[config.mk]
export PLATFORM = sky130hd
export DESIGN_NAME = sif_xcvr
export DESIGN_NICKNAME = d
export VERILOG_FILES = /design/src/rtl/sif_pkg.sv /design/src/rtl/sif_regs.sv /design/src/rtl/sif_clkgen.sv /design/src/rtl/sif_shifter.sv /design/src/rtl/sif_xcvr.sv
export SDC_FILE = /design/constraint.sdc
export NUM_CORES = 1
export LEC_CHECK = 0
export BUFFER_PORTS_ARGS = -buffer_cell sky130_fd_sc_hd__buf_2
export CAP_MARGIN = 20
export CORE_ASPECT_RATIO = 1.25
export CORE_MARGIN = 8
export CORE_UTILIZATION = 35
export CTS_BUF_LIST = sky130_fd_sc_hd__clkbuf_2 sky130_fd_sc_hd__clkbuf_4 sky130_fd_sc_hd__clkbuf_8
export CTS_CLUSTER_DIAMETER = 40
export DETAILED_ROUTE_END_ITERATION = 12
export PLACE_DENSITY_LB_ADDON = 0.3
export SYNTH_ARGS = -nofsm -noshare
export SYNTH_HDL_FRONTEND = slang
export SYNTH_SLANG_ARGS = --single-unit
[constraint.sdc]
create_clock -name clk -period 2.7 [get_ports clk]
set_input_delay 0.405 -clock clk [delete_from_list [all_inputs] [get_ports clk]]
set_output_delay 0.405 -clock clk [all_outputs]
set_load 0.05 [all_outputs]
[src/rtl/sif_pkg.sv]
package sif_pkg;
  localparam int unsigned NIB_W   = 4;
  localparam int unsigned BYTE_W  = 8;
  localparam int unsigned ADDR_W  = 2;

  typedef enum logic [ADDR_W-1:0] {
    A_CTRL = 2'd0,
    A_MASK = 2'd1,
    A_DLO  = 2'd2,
    A_DHI  = 2'd3
  } sif_addr_e;

  localparam int unsigned C_EN   = 0;
  localparam int unsigned C_RUN  = 1;
  localparam int unsigned C_EXT  = 2;
  localparam int unsigned C_FLAG = 3;
endpackage

[src/rtl/sif_regs.sv]
module sif_regs
  import sif_pkg::*;
(
  input  logic              clk,
  input  logic              rst_n,
  input  logic              we_i,
  input  logic              re_i,
  input  logic [ADDR_W-1:0] addr_i,
  input  logic [NIB_W-1:0]  wdata_i,
  output logic [NIB_W-1:0]  rdata_o,
  input  logic              run_i,
  input  logic              done_i,
  input  logic [BYTE_W-1:0] data_i,
  output logic              start_o,
  output logic              ext_o,
  output logic              wr_lo_o,
  output logic              wr_hi_o,
  output logic              irq_o
);
  logic enable_q, ext_q, flag_q, mask_q, armed_q;
  logic ctrl_wr, data_acc;

  assign ctrl_wr  = we_i && (addr_i == A_CTRL);
  assign data_acc = (we_i || re_i) && (addr_i == A_DLO || addr_i == A_DHI);
  assign start_o  = ctrl_wr && wdata_i[C_RUN] && enable_q && armed_q && !run_i;
  assign wr_lo_o  = we_i && (addr_i == A_DLO) && !run_i;
  assign wr_hi_o  = we_i && (addr_i == A_DHI) && !run_i;
  assign ext_o    = ext_q;
  assign irq_o    = flag_q & mask_q;

  always_ff @(posedge clk or negedge rst_n) begin
    if (!rst_n) begin
      enable_q <= 1'b0;
      ext_q    <= 1'b0;
      flag_q   <= 1'b0;
      mask_q   <= 1'b0;
      armed_q  <= 1'b0;
    end else begin
      if (ctrl_wr) begin
        enable_q <= wdata_i[C_EN];
        ext_q    <= wdata_i[C_EXT];
      end
      if (we_i && addr_i == A_MASK) mask_q <= wdata_i[0];
      if (done_i) flag_q <= 1'b1;
      else if (ctrl_wr && wdata_i[C_FLAG]) flag_q <= 1'b0;
      if (start_o) armed_q <= 1'b0;
      else if (data_acc && !run_i) armed_q <= 1'b1;
    end
  end

  always_comb begin
    unique case (sif_addr_e'(addr_i))
      A_CTRL:  rdata_o = {flag_q, ext_q, run_i, enable_q};
      A_MASK:  rdata_o = {3'b000, mask_q};
      A_DLO:   rdata_o = data_i[NIB_W-1:0];
      default: rdata_o = data_i[BYTE_W-1:NIB_W];
    endcase
  end

  p_start_armed_r2: assert property (@(posedge clk) disable iff (!rst_n)
    $rose(run_i) |-> $past(armed_q));
  p_start_enabled_r3: assert property (@(posedge clk) disable iff (!rst_n)
    $rose(run_i) |-> $past(enable_q));
  p_flag_on_done_r10: assert property (@(posedge clk) disable iff (!rst_n)
    done_i |=> flag_q);
endmodule

[src/rtl/sif_clkgen.sv]
module sif_clkgen #(
  parameter int unsigned DIV = 2
) (
  input  logic clk,
  input  logic rst_n,
  input  logic start_i,
  input  logic run_i,
  input  logic ext_i,
  input  logic sclk_in,
  output logic sclk_out,
  output logic fall_o,
  output logic rise_o
);
  localparam int unsigned CW = (DIV > 1) ? $clog2(DIV) : 1;
  localparam logic [CW-1:0] CMAX = CW'(DIV - 1);

  logic [CW-1:0] cnt_q;
  logic sclk_q, mode_q;
  logic [2:0] sync_q;
  logic tick, int_fall, int_rise, ext_fall, ext_rise;

  assign tick     = run_i && !mode_q && (cnt_q == CMAX);
  assign int_fall = tick && sclk_q;
  assign int_rise = tick && !sclk_q;
  assign ext_fall = run_i && mode_q && sync_q[2] && !sync_q[1];
  assign ext_rise = run_i && mode_q && !sync_q[2] && sync_q[1];
  assign fall_o   = int_fall | ext_fall;
  assign rise_o   = int_rise | ext_rise;
  assign sclk_out = sclk_q;

  always_ff @(posedge clk or negedge rst_n) begin
    if (!rst_n) begin
      cnt_q  <= '0;
      sclk_q <= 1'b1;
      mode_q <= 1'b0;
      sync_q <= 3'b111;
    end else begin
      sync_q <= {sync_q[1:0], sclk_in};
      if (start_i) begin
        mode_q <= ext_i;
        cnt_q  <= '0;
        sclk_q <= 1'b1;
      end else if (run_i && !mode_q) begin
        if (tick) begin
          cnt_q  <= '0;
          sclk_q <= ~sclk_q;
        end else begin
          cnt_q <= cnt_q + 1'b1;
        end
      end
    end
  end

  p_sclk_idle_r11: assert property (@(posedge clk) disable iff (!rst_n)
    !run_i |-> sclk_q);
  p_edge_excl_r5: assert property (@(posedge clk) disable iff (!rst_n)
    !(fall_o && rise_o));
endmodule

[src/rtl/sif_shifter.sv]
module sif_shifter
  import sif_pkg::*;
(
  input  logic              clk,
  input  logic              rst_n,
  input  logic              start_i,
  input  logic              fall_i,
  input  logic              rise_i,
  input  logic              sin,
  input  logic              wr_lo_i,
  input  logic              wr_hi_i,
  input  logic [NIB_W-1:0]  wdata_i,
  output logic [BYTE_W-1:0] data_o,
  output logic              sout,
  output logic              run_o,
  output logic              done_o
);
  localparam int unsigned BCW = $clog2(BYTE_W);
  localparam logic [BCW-1:0] LAST = BCW'(BYTE_W - 1);

  logic [BYTE_W-1:0] sh_q;
  logic [BCW-1:0] cnt_q;
  logic run_q, sout_q;

  assign done_o = run_q && rise_i && (cnt_q == LAST);
  assign data_o = sh_q;
  assign sout   = sout_q;
  assign run_o  = run_q;

  always_ff @(posedge clk or negedge rst_n) begin
    if (!rst_n) begin
      sh_q   <= '0;
      cnt_q  <= '0;
      run_q  <= 1'b0;
      sout_q <= 1'b1;
    end else if (start_i) begin
      run_q <= 1'b1;
      cnt_q <= '0;
    end else if (run_q) begin
      if (fall_i) sout_q <= sh_q[0];
      if (rise_i) begin
        sh_q  <= {sin, sh_q[BYTE_W-1:1]};
        cnt_q <= cnt_q + 1'b1;
        if (cnt_q == LAST) run_q <= 1'b0;
      end
    end else begin
      if (wr_lo_i) sh_q[NIB_W-1:0] <= wdata_i;
      if (wr_hi_i) sh_q[BYTE_W-1:NIB_W] <= wdata_i;
    end
  end

  p_no_restart_r7: assert property (@(posedge clk) disable iff (!rst_n)
    start_i |-> !run_q);
  p_stop_after_last_r4: assert property (@(posedge clk) disable iff (!rst_n)
    done_o |=> !run_q);
endmodule

[src/rtl/sif_xcvr.sv]
module sif_xcvr
  import sif_pkg::*;
#(
  parameter int unsigned DIV = 2
) (
  input  logic              clk,
  input  logic              rst_n,
  input  logic              bus_we,
  input  logic              bus_re,
  input  logic [ADDR_W-1:0] bus_addr,
  input  logic [NIB_W-1:0]  bus_wdata,
  output logic [NIB_W-1:0]  bus_rdata,
  input  logic              sclk_in,
  output logic              sclk_out,
  input  logic              sin,
  output logic              sout,
  output logic              irq
);
  logic start, ext, wr_lo, wr_hi, run, done, fall, rise;
  logic [BYTE_W-1:0] data;

  sif_regs u_regs (
    .clk(clk), .rst_n(rst_n), .we_i(bus_we), .re_i(bus_re), .addr_i(bus_addr),
    .wdata_i(bus_wdata), .rdata_o(bus_rdata), .run_i(run), .done_i(done),
    .data_i(data), .start_o(start), .ext_o(ext), .wr_lo_o(wr_lo),
    .wr_hi_o(wr_hi), .irq_o(irq)
  );

  sif_clkgen #(.DIV(DIV)) u_clk (
    .clk(clk), .rst_n(rst_n), .start_i(start), .run_i(run), .ext_i(ext),
    .sclk_in(sclk_in), .sclk_out(sclk_out), .fall_o(fall), .rise_o(rise)
  );

  sif_shifter u_shift (
    .clk(clk), .rst_n(rst_n), .start_i(start), .fall_i(fall), .rise_i(rise),
    .sin(sin), .wr_lo_i(wr_lo), .wr_hi_i(wr_hi), .wdata_i(bus_wdata),
    .data_o(data), .sout(sout), .run_o(run), .done_o(done)
  );

  p_irq_needs_flag_r9: assert property (@(posedge clk) disable iff (!rst_n)
    irq |-> bus_addr != A_CTRL || bus_rdata[C_FLAG]);
endmodule

-- Yosys cells after proc, flatten, opt, wreduce, memory -nomap -nowiden
Index checks and enable logic that the tools add are counted.
- output and inout port bits: 7
- logic and storage cells: 93
- register bits after elaboration: 24
- eq/ne operators: 5
- muxes and demuxes: 22
- reductions and logical operators: 45
- bitwise gates (word level): 5
- add/sub/neg operators: 2
- operator list (kind ; number):
    1-bit logical AND ; 24
    8-bit two-way mux ; 2
    2-bit nonzero test ; 8
    1-bit two-way mux ; 14
    4-bit case mux with 3 select lines ; 1
    3-bit two-way mux ; 3
    3-bit AND reduction ; 3
    4-bit two-way mux ; 2
    1-bit zero test ; 5
    2-bit equality test, second input constant ; 2
    2-bit AND reduction ; 2
    3-bit by 1-bit adder with 3-bit output, second input constant ; 1
    3-bit equality test, second input constant ; 1
    2-bit by 1-bit equality test with 1-bit output, second input constant ; 1
    2-bit zero test ; 1
    1-bit logical OR ; 2
    2-bit by 1-bit != test with 1-bit output, second input constant ; 1
    1-bit inverter ; 2
    1-bit bitwise OR ; 2
    1-bit adder, second input constant ; 1
    1-bit AND ; 1

-- Depth between registers and ports, before layout
Gate-level depths: netlist of run 1.
- depth in word-level cells: 8
- mapped depth: 5

-- Cells and area by module
Synthesis of run 1 repeated with hierarchy kept, for this count alone.
- cells, all modules: 117
- area total of the unflattened synthesis: 1316.3 µm²
- by module, submodules not included (module ; cells an instance ; sequential area each (µm²) ; instances ; area an instance (µm²)):
    sif_shifter ; 63 ; 326.6 ; 1 ; 683.2
    sif_regs ; 33 ; 125.1 ; 1 ; 382.9
    sif_clkgen ; 21 ; 155.1 ; 1 ; 250.2

-- Worst setup path after synthesis of run 1
No wires, ideal clock.
- kind: input -> output
- start: input port bus_addr[0]
- end: output port bus_rdata[3]
- arrival: 1274 ps
- buffers on the path: 1
- stages on the path: 3
- required time: 2295 ps
- setup slack: 1021 ps
- path through: clkbuf_8 mux2_2 a22o_1
- cells in the longest elaborated chain, start to end: 2
- ends and longest elaborated chain (element ; line ; source):
    start: declaration ; sif_xcvr.sv:10 ; input logic [ADDR_W-1:0] bus_addr,
    2-bit equality test (tied with other cells) ; sif_regs.sv:52 ; unique case (sif_addr_e'(addr_i))
    4-bit case mux with 3 select lines (*) ; sif_regs.sv:52 ;
    end: declaration ; sif_xcvr.sv:12 ; output logic [NIB_W-1:0] bus_rdata,
Every way passes the cells marked *; elsewhere a longest branch is shown, timed or not.

-- Final worst setup path of run 1
Same ends and word-level chain as after synthesis.

==> results of run 1 <==
[final timing paths]
check	slack [ns]	to
worst max-delay path	0.85	bus_rdata[3]
worst min-delay path	0.10	u_shift.cnt_q[0]$_DFFE_PN0P_
worst max register to register	1.23	u_clk.mode_q$_DFFE_PN0P_
worst min register to register	0.36	u_clk.sync_q[1]$_DFF_PN1_
max in group asynchronous	2.22	u_shift.sout$_DFFE_PN1P_
min in group clk	0.24	u_clk.sync_q[0]$_DFF_PN1_
[critical path, delay by kind of cell]
kind                   cells  cell delay [ns]
AO/OA/AOI/OAI              1             0.23
multiplexers               1             0.37
buffers and inverters      2             0.44
[final cells by class]
cell class	count	area (µm²)
well taps	39	48.8
repair buffers	18	90.1
multi-input cells	72	634
clock buffers	4	55.1
fillers	331	2070
flip-flops and latches	24	607
inverters	3	11.3
[metal layers]
metal | vias up | share of wire | wire, µm
li1 | 425 | - | -
met1 | 438 | 0.42 | 1110
met2 | 6 | 0.55 | 1430
met3 | 4 | 0.013 | 35
met4 | 0 | 0.013 | 33
met5 | - | 0 | 0
[registers in the layout, indices dropped and copies added (netlist names)]
signal           count
u_shift.sout         1
u_regs.enable_q      1
u_clk.mode_q         1
u_regs.armed_q       1
u_clk.cnt_q          1
u_regs.ext_o         1
u_regs.flag_q        1
u_shift.cnt_q        3
u_clk.sync_q         3
u_clk.sclk_out       1
u_shift.run_o        1
u_shift.data_o       8
u_regs.mask_q        1
[cell families after synthesis]
| logic type | count (synthesis) | synth area share |
|---|---|---|
| and+or+nand+nor | 37 | 0.218 |
| DFF | 24 | 0.467 |
| AOI/OAI and AO/OA | 22 | 0.151 |
| muxes | 10 | 0.0924 |
| buffers and inverters | 7 | 0.0452 |
| adders and majority gates | 2 | 0.0192 |
| xor gates and xnor gates | 1 | 0.00674 |
[power by group]
part           internal (mW)  switching [mW]
registers              0.496           0.133
clock network          0.130           0.110
logic                  0.254           0.294
total                  0.880           0.537
[placed cells by master, fill, tap and decap left out, drive strengths merged, types with 3 or more instances in the layout]
cell type,Yosys,final
dfrtp,19,19
buf,3,18
nand2,8,8
o221a,8,8
mux2,6,6
dfstp,5,5
or2,4,4
nand3b,4,4
or2b,4,4
clkbuf,1,4
a22o,4,4
inv,3,3
o21ai,3,3
mux2i,3,3
nor2,3,3
nand4b,3,3
[metrics by stage]
stage,power [mW],utilization,cell area [µm²]
finish,1.42,0.412,1450
global route,1.52,0.412,1450
CTS,1.44,0.412,1450
detailed placement,1.19,0.396,1390
global placement,1.18,0.396,1390
floorplan,1.08,-,1300
==> metrics, run 1 <==
Final Slew Violations 0; slew margin rel. 0.651; RSZ-0062 raised after global routing false; R2R depth 3; Clock Latency Late Sink about 0.26 ns; Die X 70.5 µm; Place WS 0.848 ns; ys async rst share 1.00; Startpoint Class input pin; status finished clean; Tot GR Track Use 0.0942; kind of critical path in2out; Sink Count 24; Area Overhead vs Synth 11.3%; IO Count 19; Residual DRC 0; GRT met2 Usage 0.167; Avg Cell Area, Syn 12.6 µm²; CTS Buffer Depth 2; core box area 0.00351 mm²; Post-Syn Area 0.00130 mm²; FF+latch count, synth 24; Max Freq ~540 MHz; synth warn 0; largest area contributor in the netlist dfrtp_1; Mapped Cells 103; Post-DP HPWL 2040 µm; drt wl/cell 16.3 µm; worst hold slack about 0.10 ns; Die ar. 0.00593 mm²; fin nets between 100 and 150; htree depth 1; Netlist cell types 40; Iter 0 DRT Violations 9; maximum vdd drop 0.368 mV; M1 GR Usage 0.104; Hold Buf Count CTS 0; initial antenna violation count 0; commonest cells in the netlist dfrtp_1 (19), nand2_1 (8), o221a_1 (7); crit-path max FO 11; TritonCTS Buffers 3; Initial Util 0.370; Leak about 0.64 nW; Post-CTS Setup Bufs 0; Hold Fails Final Rpt 0; DRT Pass-1 Iters 4; Yosys top cell area share 0.366; post-route ant nets 0; Die H 84.1 µm; Slew @ Worst Pin 0.523 ns; final std cells w/o fill 160; period utilization 0.686; Most used DFF post-synth dfrtp_1; largest net degree at the start of global routing 25; first-pass GRT wire length around 4600 µm; Worst path max stage delay 0.37 ns; placer congestion estimate 0.759; WL final 2610 µm; Vias between 800 and 900; clk slew on worst S/H paths 0.08 ns; Final WS setup 0.848 ns; HP Class in2async; Critical Path AT 1.45 ns; clk_skew 0.00349 ns; busiest grt layer met2; layout cells sized above 1 0.380; placed cells 156; crit-path cells buf_2 > mux2_2 > a22o_1 > buf_2; Tmin final 1.85 ns; max-cap violation count 0; Worst setup EP type primary output; DR vias/cell 5.46; top post-synthesis cells by area dfrtp_1 (37%), dfstp_2 (10%), o221a_1 (6.1%); gr ovfl total 0; PD cells 979 mW/mm²; post-CTS sizing 0; Antenna Cells 0; most frequent cell after synthesis dfrtp_1; setup_tns 0 ns; crit-path most repeated cell buf_2; Post-synth EDFFs 0; Core Rows 24; met3 Usage GRT 0.0188; Synthesized Nets 117; sequential area share after synthesis 0.467; CTS Root Cell clkbuf_8; vias in the first global route 917; reg2reg start u_shift.run_o$_DFF_PN0_; # setup viols final 0; CTS tree yes; Worst Setup SP bus_addr[0]; Worst EP required 2.30 ns; number of port buffers 18; slowest cell on the critical path mux2_2
No activity file was read; power rests on OpenSTA's default activity.
==> inputs of run 2 (changes only) <==
==> constraint.sdc (replaced) <==
create_clock -name clk -period 1.7 [get_ports clk]
set_input_delay 0.255 -clock clk [delete_from_list [all_inputs] [get_ports clk]]
set_output_delay 0.255 -clock clk [all_outputs]
set_load 0.05 [all_outputs]
==> run 2 against run 1 <==
Combinational power up 59%. Register-to-register slack worse by 0.98 ns. Worst hold slack worse by 0.023 ns. Final area up 0.86%. First-iteration DRC count up 11%. Count of clock-buffer cells in the layout unchanged. Sequential power up 59%.
==> metrics, run 2 (synthesis gave the netlist of run 1 again) <==
status finished clean; setup_tns 0 ns; layout cells sized above 1 0.377; commonest non-fill, non-tap cell in the layout dfrtp_1; Fill cells 339; Tmin final 1.65 ns; Slew @ Worst Pin 0.527 ns; Max Freq 607 MHz; vias in the first global route 946; Post-CTS Setup Bufs 0; initial antenna violation count 0; Die ar. 0.00593 mm²; DR vias/cell 5.53; kind of critical path reg2out; max reg flops 8; Die X 70.5 µm; max-cap violation count 0; Worst setup EP type primary output; R2R depth 3; first-pass GRT wire length around 4700 µm; Worst EP required between 1 and 1.5 ns; Sink Count 24; IO Count 19; r2r endpoint u_clk.mode_q$_DFFE_PN0P_; gr ovfl total 0; slowest cell on the critical path mux4_2; placed cells 156; Final Slew Violations 0; CTS Buffer Depth 2; Antenna Cells 0; maximum vdd drop approximately 0.65 mV; fin nets 137; Critical Path AT ~1.4 ns; highest-count cells in the layout ignoring fill and taps dfrtp_1 (19), buf_2 (17), nand2_1 (8); Reg2Reg Setup Slack 0.25 ns; period utilization 0.969; Worst Setup SP u_regs.enable_q$_DFFE_PN0N_; RSZ-0062 raised after global routing false; CP Capture Point bus_rdata[0]; final std cells w/o fill 161; TritonCTS Buffers 3; HP Class in2reg; slew margin rel. 0.648; Vias 890; Die H 84.1 µm; Iter 0 DRT Violations 10; number of port buffers 18; Area Overhead vs Synth 12.2%; Hold Fails Final Rpt 0; CTS Root Cell clkbuf_8; reg2reg start u_shift.run_o$_DFF_PN0_; crit-path max FO 4; DRT Pass-1 Iters 4; largest net degree at the start of global routing 25; Worst path max stage delay 0.49 ns; PD cells 1550 mW/mm²; crit-path cells mux4_2 > buf_4; Clock Latency Late Sink 0.27 ns; Pwr Total 2.26 mW; Residual DRC 0; Tot GR Track Use 0.0959; dpl cell area 0.00139 mm²; Core Rows 24; Post-DP HPWL 2020 µm; area of the multi-input gates ~630 µm²; # setup viols final 0; drt wl/cell between 15 and 20 µm; Final Instance Area 0.00146 mm²; core box area between 0.003 and 0.004 mm²; clk_skew 0.00505 ns; CTS tree yes; clk slew on worst S/H paths 0.09 ns; post-route ant nets 0; Leak ~0.65 nW; Initial Util 0.370; FF/Latch Area 607 µm²; htree depth 1; placer congestion estimate 0.759; Startpoint Class register; WL final 2660 µm
## run 2: power breakdown
group	switching, mW	total [mW]	internal (mW)
Sequential	0.215	1.00	0.788
Combinational	0.464	0.874	0.409
Clock	0.181	0.388	0.207
Total	0.860	2.26	1.40
## run 2: per-stage QoR
step	worst slack (ns)	hold WS (ns)	utilization
4_1_cts	0.0283	0.0742	0.415
3_5_place_dp	0.155	0.261	0.396
5_1_grt	0.0128	0.0672	0.415
2_1_floorplan	0.259	-0.0406	-
3_3_place_gp	0.183	0.262	0.396
6_report	0.0519	0.0812	0.415
## run 2: cell type report
class                   instances  share of cell area
clock buffers                   4              0.0377
inverters                       3             0.00772
multi-input cells              72               0.435
flip-flops and latches         24               0.416
well taps                      39              0.0334
repair buffers                 19              0.0703
## run 2: timing repair
action / CTS / global route
hold endpoints to repair: 19 / 0
endpoints found under the setup margin: 0 / 1
gates resized for setup: 0 / 2
hold buffers: 1 / 0
## run 2: per-layer routing
| metal | track usage | vias to the layer above | wire [µm] |
|---|---|---|---|
| met5 | 0 | - | 0 |
| met3 | 0.0212 | 4 | 92 |
| met1 | 0.106 | 447 | 1060 |
| li1 | - | 425 | - |
| met4 | 0.0440 | 0 | 35 |
| met2 | 0.169 | 14 | 1470 |
## run 2: worst min path at each step
stage	start	to	depth (start not counted)	slack, ns
4_1_cts	sclk_in	u_clk.sync_q[0]$_DFF_PN1_	1	0.07
3_5_place_dp	rst_n	u_shift.cnt_q[0]$_DFFE_PN0P_	1	0.26
3_3_place_gp	rst_n	u_regs.ext_o$_DFFE_PN0N_	1	0.26
5_1_grt	sclk_in	u_clk.sync_q[0]$_DFF_PN1_	1	0.07
2_1_floorplan	rst_n	u_clk.cnt_q$_DFFE_PN0P_	0	-0.04
6_report	sclk_in	u_clk.sync_q[0]$_DFF_PN1_	1	0.08
## run 2: worst max-delay path, delay by kind of cell, from the launching register on
| family | cells | cell delay (ns) |
|---|---|---|
| flip-flops | 1 | 0.43 |
| buffers and inverters | 1 | 0.21 |
| multiplexers | 1 | 0.49 |
